===== src/rtl/sbsram_pkg.sv =====
package sbsram_pkg;

  localparam int BURST_W = 2;

  typedef enum logic [2:0] {
    CYC_DESEL,
    CYC_SLEEP,
    CYC_START_CPU,
    CYC_START_CTL,
    CYC_NEXT,
    CYC_HOLD
  } cyc_e;

  // Low address bits of the k-th word of a burst.
  function automatic logic [BURST_W-1:0] burst_lo(input logic [BURST_W-1:0] first,
                                                  input logic [BURST_W-1:0] k,
                                                  input logic               ilv);
    return ilv ? (first ^ k) : (first + k);
  endfunction

  // Combined write request from the global and lane enables.
  function automatic logic write_active(input logic all_n, input logic lane_en_n,
                                        input logic any_lane);
    return !all_n || (!lane_en_n && any_lane);
  endfunction

endpackage


===== src/rtl/sbsram_decode.sv =====
module sbsram_decode
  import sbsram_pkg::*;
#(
  parameter int LANES = 4
) (
  input  logic             pwr_dn,
  input  logic             ce_pri_n,
  input  logic             ce_hi,
  input  logic             ce_lo_n,
  input  logic             strb_cpu_n,
  input  logic             strb_ctl_n,
  input  logic             burst_adv_n,
  input  logic             wr_all_n,
  input  logic             wr_lane_en_n,
  input  logic [LANES-1:0] lane_sel_n,
  output cyc_e             cyc,
  output logic             wr_req,
  output logic [LANES-1:0] lane_we
);

  logic chip_sel;
  logic cpu_take;

  assign chip_sel = !ce_pri_n && ce_hi && !ce_lo_n;
  assign cpu_take = !ce_pri_n && !strb_cpu_n;

  always_comb begin
    if (pwr_dn)           cyc = CYC_SLEEP;
    else if (cpu_take)    cyc = chip_sel ? CYC_START_CPU : CYC_DESEL;
    else if (!strb_ctl_n) cyc = chip_sel ? CYC_START_CTL : CYC_DESEL;
    else if (!burst_adv_n) cyc = CYC_NEXT;
    else                  cyc = CYC_HOLD;
  end

  assign wr_req = write_active(wr_all_n, wr_lane_en_n, |(~lane_sel_n));

  for (genvar i = 0; i < LANES; i++) begin : g_lane
    assign lane_we[i] = !wr_all_n || (!wr_lane_en_n && !lane_sel_n[i]);
  end

endmodule


===== src/rtl/sbsram_burst.sv =====
module sbsram_burst
  import sbsram_pkg::*;
#(
  parameter int ADDR_W = 6
) (
  input  logic               clk,
  input  logic               rst_n,
  input  cyc_e               cyc,
  input  logic [ADDR_W-1:0]  ext_addr,
  input  logic               ilv_mode,
  output logic               acc_valid,
  output logic [ADDR_W-1:0]  acc_addr,
  output logic               burst_act,
  output logic [BURST_W-1:0] burst_step
);

  localparam int HI_W = ADDR_W - BURST_W;

  logic               act_q;
  logic [HI_W-1:0]    hi_q;
  logic [BURST_W-1:0] first_q;
  logic [BURST_W-1:0] step_q;
  logic [BURST_W-1:0] step_nx;
  logic               ilv_q;

  always_comb begin
    acc_valid = 1'b0;
    acc_addr  = ext_addr;
    step_nx   = step_q;
    case (cyc)
      CYC_START_CPU, CYC_START_CTL: begin
        acc_valid = 1'b1;
        acc_addr  = ext_addr;
      end
      CYC_NEXT: if (act_q) begin
        step_nx   = step_q + 1'b1;
        acc_valid = 1'b1;
        acc_addr  = {hi_q, burst_lo(first_q, step_nx, ilv_q)};
      end
      CYC_HOLD: if (act_q) begin
        acc_valid = 1'b1;
        acc_addr  = {hi_q, burst_lo(first_q, step_q, ilv_q)};
      end
      default: ;
    endcase
  end

  always_ff @(posedge clk or negedge rst_n) begin
    if (!rst_n) begin
      act_q   <= 1'b0;
      hi_q    <= '0;
      first_q <= '0;
      step_q  <= '0;
      ilv_q   <= 1'b0;
    end else begin
      case (cyc)
        CYC_START_CPU, CYC_START_CTL: begin
          act_q   <= 1'b1;
          hi_q    <= ext_addr[ADDR_W-1:BURST_W];
          first_q <= ext_addr[BURST_W-1:0];
          step_q  <= '0;
          ilv_q   <= ilv_mode;
        end
        CYC_NEXT:             step_q <= step_nx;
        CYC_DESEL, CYC_SLEEP: act_q  <= 1'b0;
        default: ;
      endcase
    end
  end

  assign burst_act  = act_q;
  assign burst_step = step_q;

endmodule


===== src/rtl/sbsram_array.sv =====
module sbsram_array #(
  parameter int ADDR_W = 6,
  parameter int LANES  = 4,
  parameter int LANE_W = 8
) (
  input  logic                     clk,
  input  logic                     rst_n,
  input  logic                     we,
  input  logic [LANES-1:0]         lane_we,
  input  logic [ADDR_W-1:0]        waddr,
  input  logic [LANES*LANE_W-1:0]  wdata,
  input  logic [ADDR_W-1:0]        raddr,
  output logic [LANES*LANE_W-1:0]  rdata_q
);

  localparam int DATA_W = LANES * LANE_W;
  localparam int DEPTH  = 1 << ADDR_W;

  logic [DATA_W-1:0] mem [DEPTH];

  always_ff @(posedge clk) begin
    if (we) begin
      for (int i = 0; i < LANES; i++) begin
        if (lane_we[i]) mem[waddr][i*LANE_W +: LANE_W] <= wdata[i*LANE_W +: LANE_W];
      end
    end
  end

  always_ff @(posedge clk or negedge rst_n) begin
    if (!rst_n) rdata_q <= '0;
    else        rdata_q <= mem[raddr];
  end

endmodule


===== src/rtl/sbsram_ctrl.sv =====
module sbsram_ctrl
  import sbsram_pkg::*;
#(
  parameter int ADDR_W = 6,
  parameter int LANES  = 4,
  parameter int LANE_W = 8
) (
  input  logic                    clk,
  input  logic                    rst_n,
  input  logic                    pwr_dn,
  input  logic                    ce_pri_n,
  input  logic                    ce_hi,
  input  logic                    ce_lo_n,
  input  logic                    strb_cpu_n,
  input  logic                    strb_ctl_n,
  input  logic                    burst_adv_n,
  input  logic                    wr_all_n,
  input  logic                    wr_lane_en_n,
  input  logic [LANES-1:0]        lane_sel_n,
  input  logic                    oe_n,
  input  logic                    ilv_mode,
  input  logic [ADDR_W-1:0]       addr,
  input  logic [LANES*LANE_W-1:0] din,
  output logic [LANES*LANE_W-1:0] dout,
  output logic                    dq_oe
);

  cyc_e               cyc;
  logic               wr_req;
  logic [LANES-1:0]   lane_we;
  logic               acc_valid;
  logic [ADDR_W-1:0]  acc_addr;
  logic               burst_act;
  logic [BURST_W-1:0] burst_step;
  logic               acc_rd;
  logic               mem_we;
  logic               rd_pend_q;
  logic [ADDR_W-1:0]  rd_addr_q;
  logic               out_rd_q;
  logic               wr_q;

  sbsram_decode #(.LANES(LANES)) u_dec (
    .pwr_dn      (pwr_dn),
    .ce_pri_n    (ce_pri_n),
    .ce_hi       (ce_hi),
    .ce_lo_n     (ce_lo_n),
    .strb_cpu_n  (strb_cpu_n),
    .strb_ctl_n  (strb_ctl_n),
    .burst_adv_n (burst_adv_n),
    .wr_all_n    (wr_all_n),
    .wr_lane_en_n(wr_lane_en_n),
    .lane_sel_n  (lane_sel_n),
    .cyc         (cyc),
    .wr_req      (wr_req),
    .lane_we     (lane_we)
  );

  sbsram_burst #(.ADDR_W(ADDR_W)) u_burst (
    .clk       (clk),
    .rst_n     (rst_n),
    .cyc       (cyc),
    .ext_addr  (addr),
    .ilv_mode  (ilv_mode),
    .acc_valid (acc_valid),
    .acc_addr  (acc_addr),
    .burst_act (burst_act),
    .burst_step(burst_step)
  );

  // A processor-strobe start is always a read.
  assign acc_rd = acc_valid && ((cyc == CYC_START_CPU) || !wr_req);
  assign mem_we = acc_valid && (cyc != CYC_START_CPU) && wr_req;

  sbsram_array #(.ADDR_W(ADDR_W), .LANES(LANES), .LANE_W(LANE_W)) u_arr (
    .clk    (clk),
    .rst_n  (rst_n),
    .we     (mem_we),
    .lane_we(lane_we),
    .waddr  (acc_addr),
    .wdata  (din),
    .raddr  (rd_addr_q),
    .rdata_q(dout)
  );

  always_ff @(posedge clk or negedge rst_n) begin
    if (!rst_n) begin
      rd_pend_q <= 1'b0;
      rd_addr_q <= '0;
      out_rd_q  <= 1'b0;
      wr_q      <= 1'b0;
    end else begin
      rd_pend_q <= acc_rd;
      if (acc_rd) rd_addr_q <= acc_addr;
      out_rd_q  <= rd_pend_q && !pwr_dn;
      wr_q      <= mem_we;
    end
  end

  // Output enable acts without a clock; writes and power-down mask it.
  assign dq_oe = out_rd_q && !wr_q && !oe_n && !pwr_dn;

endmodule


===== config.mk =====
export PLATFORM = sky130hd
export DESIGN_NAME = sbsram_ctrl
export DESIGN_NICKNAME = d
export VERILOG_FILES = /design/src/rtl/sbsram_pkg.sv /design/src/rtl/sbsram_decode.sv /design/src/rtl/sbsram_burst.sv /design/src/rtl/sbsram_array.sv /design/src/rtl/sbsram_ctrl.sv
export SDC_FILE = /design/constraint.sdc
export NUM_CORES = 2
export LEC_CHECK = 0
export ABC_CLOCK_PERIOD_IN_PS = 2900
export BUFFER_PORTS_ARGS = -buffer_cell sky130_fd_sc_hd__buf_4
export CAP_MARGIN = 20
export CELL_PAD_IN_SITES_DETAIL_PLACEMENT = 2
export CELL_PAD_IN_SITES_GLOBAL_PLACEMENT = 2
export CORE_MARGIN = 2
export CORE_UTILIZATION = 30
export DETAILED_ROUTE_END_ITERATION = 7
export PLACE_DENSITY_LB_ADDON = 0.12
export SLEW_MARGIN = 5
export SYNTH_ARGS = -nofsm -noshare
export SYNTH_HDL_FRONTEND = slang
export SYNTH_HIERARCHICAL = 1
export SYNTH_SLANG_ARGS = --single-unit

===== constraint.sdc =====
create_clock -name clk -period 2.9 [get_ports clk]
set_clock_uncertainty 0.05 [all_clocks]
set_input_delay 0.58 -clock clk [delete_from_list [all_inputs] [get_ports clk]]
set_output_delay 0.58 -clock clk [all_outputs]
set_load 0.05 [all_outputs]

==> flow_summary.yaml <==
final_layout:
  fin_util_pct: 39.47
  mostFrequentLayoutCell: "edfxtp_1"
  stdcell_count: 8326
  final_nets: 4624
  regArea_um2: 62800
  syn_to_final_growth_pct: 30.77
  drive_gt1_share_pct: 45.37
  layout_common_cells: "edfxtp_1, mux4_2, buf_4, buf_12, clkbuf_16"
  fill_cells: 24830
  multi_input_area_um2: 19480
clock_network:
  path_clk_slew_ns: 0.06
  cts-root-buf: "clkbuf_16"
  clock-sinks: 2099
  clock_path_buffers: 4
  ctsHtreeMaxLevel: 4
  cts_made_buffers: 239
  insertion_delay_ns: 0.92
  cts_tree: "done"
timing:
  hold_violations: 0
  grt_setup_unrepaired: "yes"
  worst_pin_slew_ns: 0.9855
  slew_headroom_pct: 34.30
  fmax_mhz: 325.7
  worst_hold_slack_ns: 0.08803
  setup_viol: 1526
  period_needed_ns: 3.071
  fin_ws_ns: -0.1706
  slew_viol_final: 0
  period_share_pct: 105.9
run_status:
  status: "finished, violations left"
  violations: "negative setup slack"
floorplanning:
  die-area_um2: 274200
  ioPinCount: 88
  die_h_um: 523.6
  core_area_um2: 268400
  initial_core_util_pct: 30.18
  die_x_um: 523.6
  num_rows: 190
place:
  gp_congestion: 0.8276
  io_buffers: 87
  post-place-cells: 7810
  place_ws_ns: -0.8748
  dpl.hpwl_um: 190000
grt:
  grt_max_degree: 65
  track_usage_pct: 20.55
  grt_pass1_vias: 45530
  antenna_found_initial: 18
  grt_pass1_wl_um: 389400
  grt.overflow.total: 0
power_and_ir_drop:
  power_density_nw_per_um2: 726.6
  p_int_mw: 56.34
  seqPwrFrac_pct: 44.0
  p_leak_nw: 33.17
  ir_drop_mv: 0.6069
  sw_frac_of_total_pct: 26.80
  clockPowerShare_pct: 38.3
  p_switching_mw: 20.63
  power_frac_comb_pct: 17.6
job:
  cap_viol_max_count: 0
routing:
  wl_per_cell_um: 33.81
  drc: 0
  drtIter0Drc: 3133
  via_count: 41920
  first_pass_iters: 5
  viasPerCell: 5.034
  antenna_left: 0
  wirelength_um: 281500
logic_synthesis:
  yosys_warnings: 6
  synthCells: 3668
  ys_types: 48
  yosys-top-cells-area: "edfxtp_1, mux4_2, dfrtp_1"
  synth_seq_cells: 2099
  syn_avg_cell_area_um2: 22.09
  synth_largest_area_cell: "edfxtp_1"
  synthArstFlopShare_pct: 2.430
  yosysSeqAreaShare_pct: 77.49
  synth_edf_count: 2048
  synthFlopType: "edfxtp_1"
  netlist.area_leader.share_pct: 75.92
  syn_area_um2: 81010
  synthesis.nets: 3725
setup_path:
  reg2reg_from: "u_burst/burst_step[0]$_DFFE_PN0P_"
  worstReg2RegEnd: "u_arr/mem[12][18]$_DFFE_PP_"
  worstPathArrival_ns: 3.61
  reg2reg_slack_ns: -0.17
  required_ns: 3.44
  critPathLaunch: "u_burst/burst_step[0]$_DFFE_PN0P_"
  path_class: "reg2reg"
  path_max_fanout: 8
  cp-start-kind: "register"
  worstRegToRegCells: 14
  crit_end: "u_arr/mem[12][18]$_DFFE_PP_"
  crit_path_end_kind: "register"
min_path:
  hold_class: "in2reg"
worst max-delay path, cell delays in order (launching register included):
cell and delay [ns]:
dfrtp_1 0.38, inv_2 0.07, ha_4 0.15, nor2b_4 0.12
xnor2_2 0.13, or3_1 0.31, a32o_2 0.34, buf_6 0.16
nor3b_4 0.22, buf_6 0.18, buf_6 0.12, nand2_4 0.06
buf_12 0.16, nor2_4 0.13, buf_12 0.14
flip-flops by register name (all words and copies together), names as in the netlist, 2 cells and up:
signal              cells
u_arr/mem            2048
u_burst/burst_step      2
u_burst/hi_q            4
rd_addr_q               6
u_burst/first_q         2
u_arr/rdata_q          32
layout make-up:
cell class,instances,area share [%]
clock buffer,298,5.997
sequential,2099,59.27
inverter,5,0.01772
multi-input combinational,1349,18.39
antenna,7,0.01653
clock inverter,143,1.153
tap,3552,4.195
timing repair buffer,873,10.96
Yosys cell counts (20+ instances only):
cell type	instances
edfxtp_1	2048
mux4_2	543
buf_4	37
o22ai_1	44
buf_2	62
nand2_1	91
nor2_1	281
mux2_2	38
dfrtp_1	51
o211ai_1	20
a22oi_1	50
mux2i_1	81
a21oi_1	30
nor3_1	21
clkbuf_1	85
timing repair:
action	in CTS	in global routing
hold endpoints to repair	33	2
setup endpoints to repair	2014	2073
pin swaps	22	26
hold buffers	10	2
resized for setup	289	164
gates cloned	5	0
setup buffers	43	16
per-layer routing:
metal	up-vias	track usage, %	share of wire, %
met5	-	0	0.023
met1	23530	28.61	45
met2	787	34.03	49
li1	17270	-	-
met3	313	2.975	3.8
met4	10	4.798	2.4
kinds of logic (layout without fill, tap and decap cells):
kind of cell,count (synthesis),in the layout,share of synthesized area [%]
other,0,7,0
muxes,668,668,16.74
buffers and inverters,220,1319,1.426
AOI/OAI and AO/OA,215,215,1.881
and+or+nand+nor,460,460,2.392
xor gates and xnor gates,4,4,0.04324
DFF,2099,2099,77.49
adders and majority gates,2,2,0.03089
power by group through the flow:
stage | combinational [mW] | sequential [mW] | clock [mW]
after floorplan | 5.99 | 35.1 | 0
after global placement | 13.3 | 34.5 | 0
after detailed placement | 13.4 | 34.5 | 0
after CTS | 13.9 | 33.9 | 30.3
after global routing | 14.3 | 33.9 | 31.4
final | 13.6 | 33.9 | 29.5
metrics by stage:
step | TNS, ns | cell area, um2 | total power, mW
after floorplan | -551.65 | 81950 | 41.09
after global placement | -1417.57 | 95490 | 47.86
after detailed placement | -1371.28 | 95490 | 47.93
after CTS | -99.45 | 105000 | 78.11
after global routing | -285.50 | 105900 | 79.58
final | -88.04 | 105900 | 76.98
how the worst min path moves through the flow:
stage                         from                           to  slack, ns  depth (start not counted)
6_report                   din[16]  u_arr/mem[48][16]$_DFFE_PP_       0.09                          1
5_1_grt                    din[16]  u_arr/mem[48][16]$_DFFE_PP_       0.04                          1
4_1_cts                    din[16]  u_arr/mem[48][16]$_DFFE_PP_       0.01                          1
3_5_place_dp   rd_pend_q$_DFF_PN0_           out_rd_q$_DFF_PN0_       0.43                          1
3_3_place_gp   rd_pend_q$_DFF_PN0_           out_rd_q$_DFF_PN0_       0.43                          1
2_1_floorplan                rst_n           out_rd_q$_DFF_PN0_       0.23                          0
Note: power is estimated with default switching activity, not from simulation.
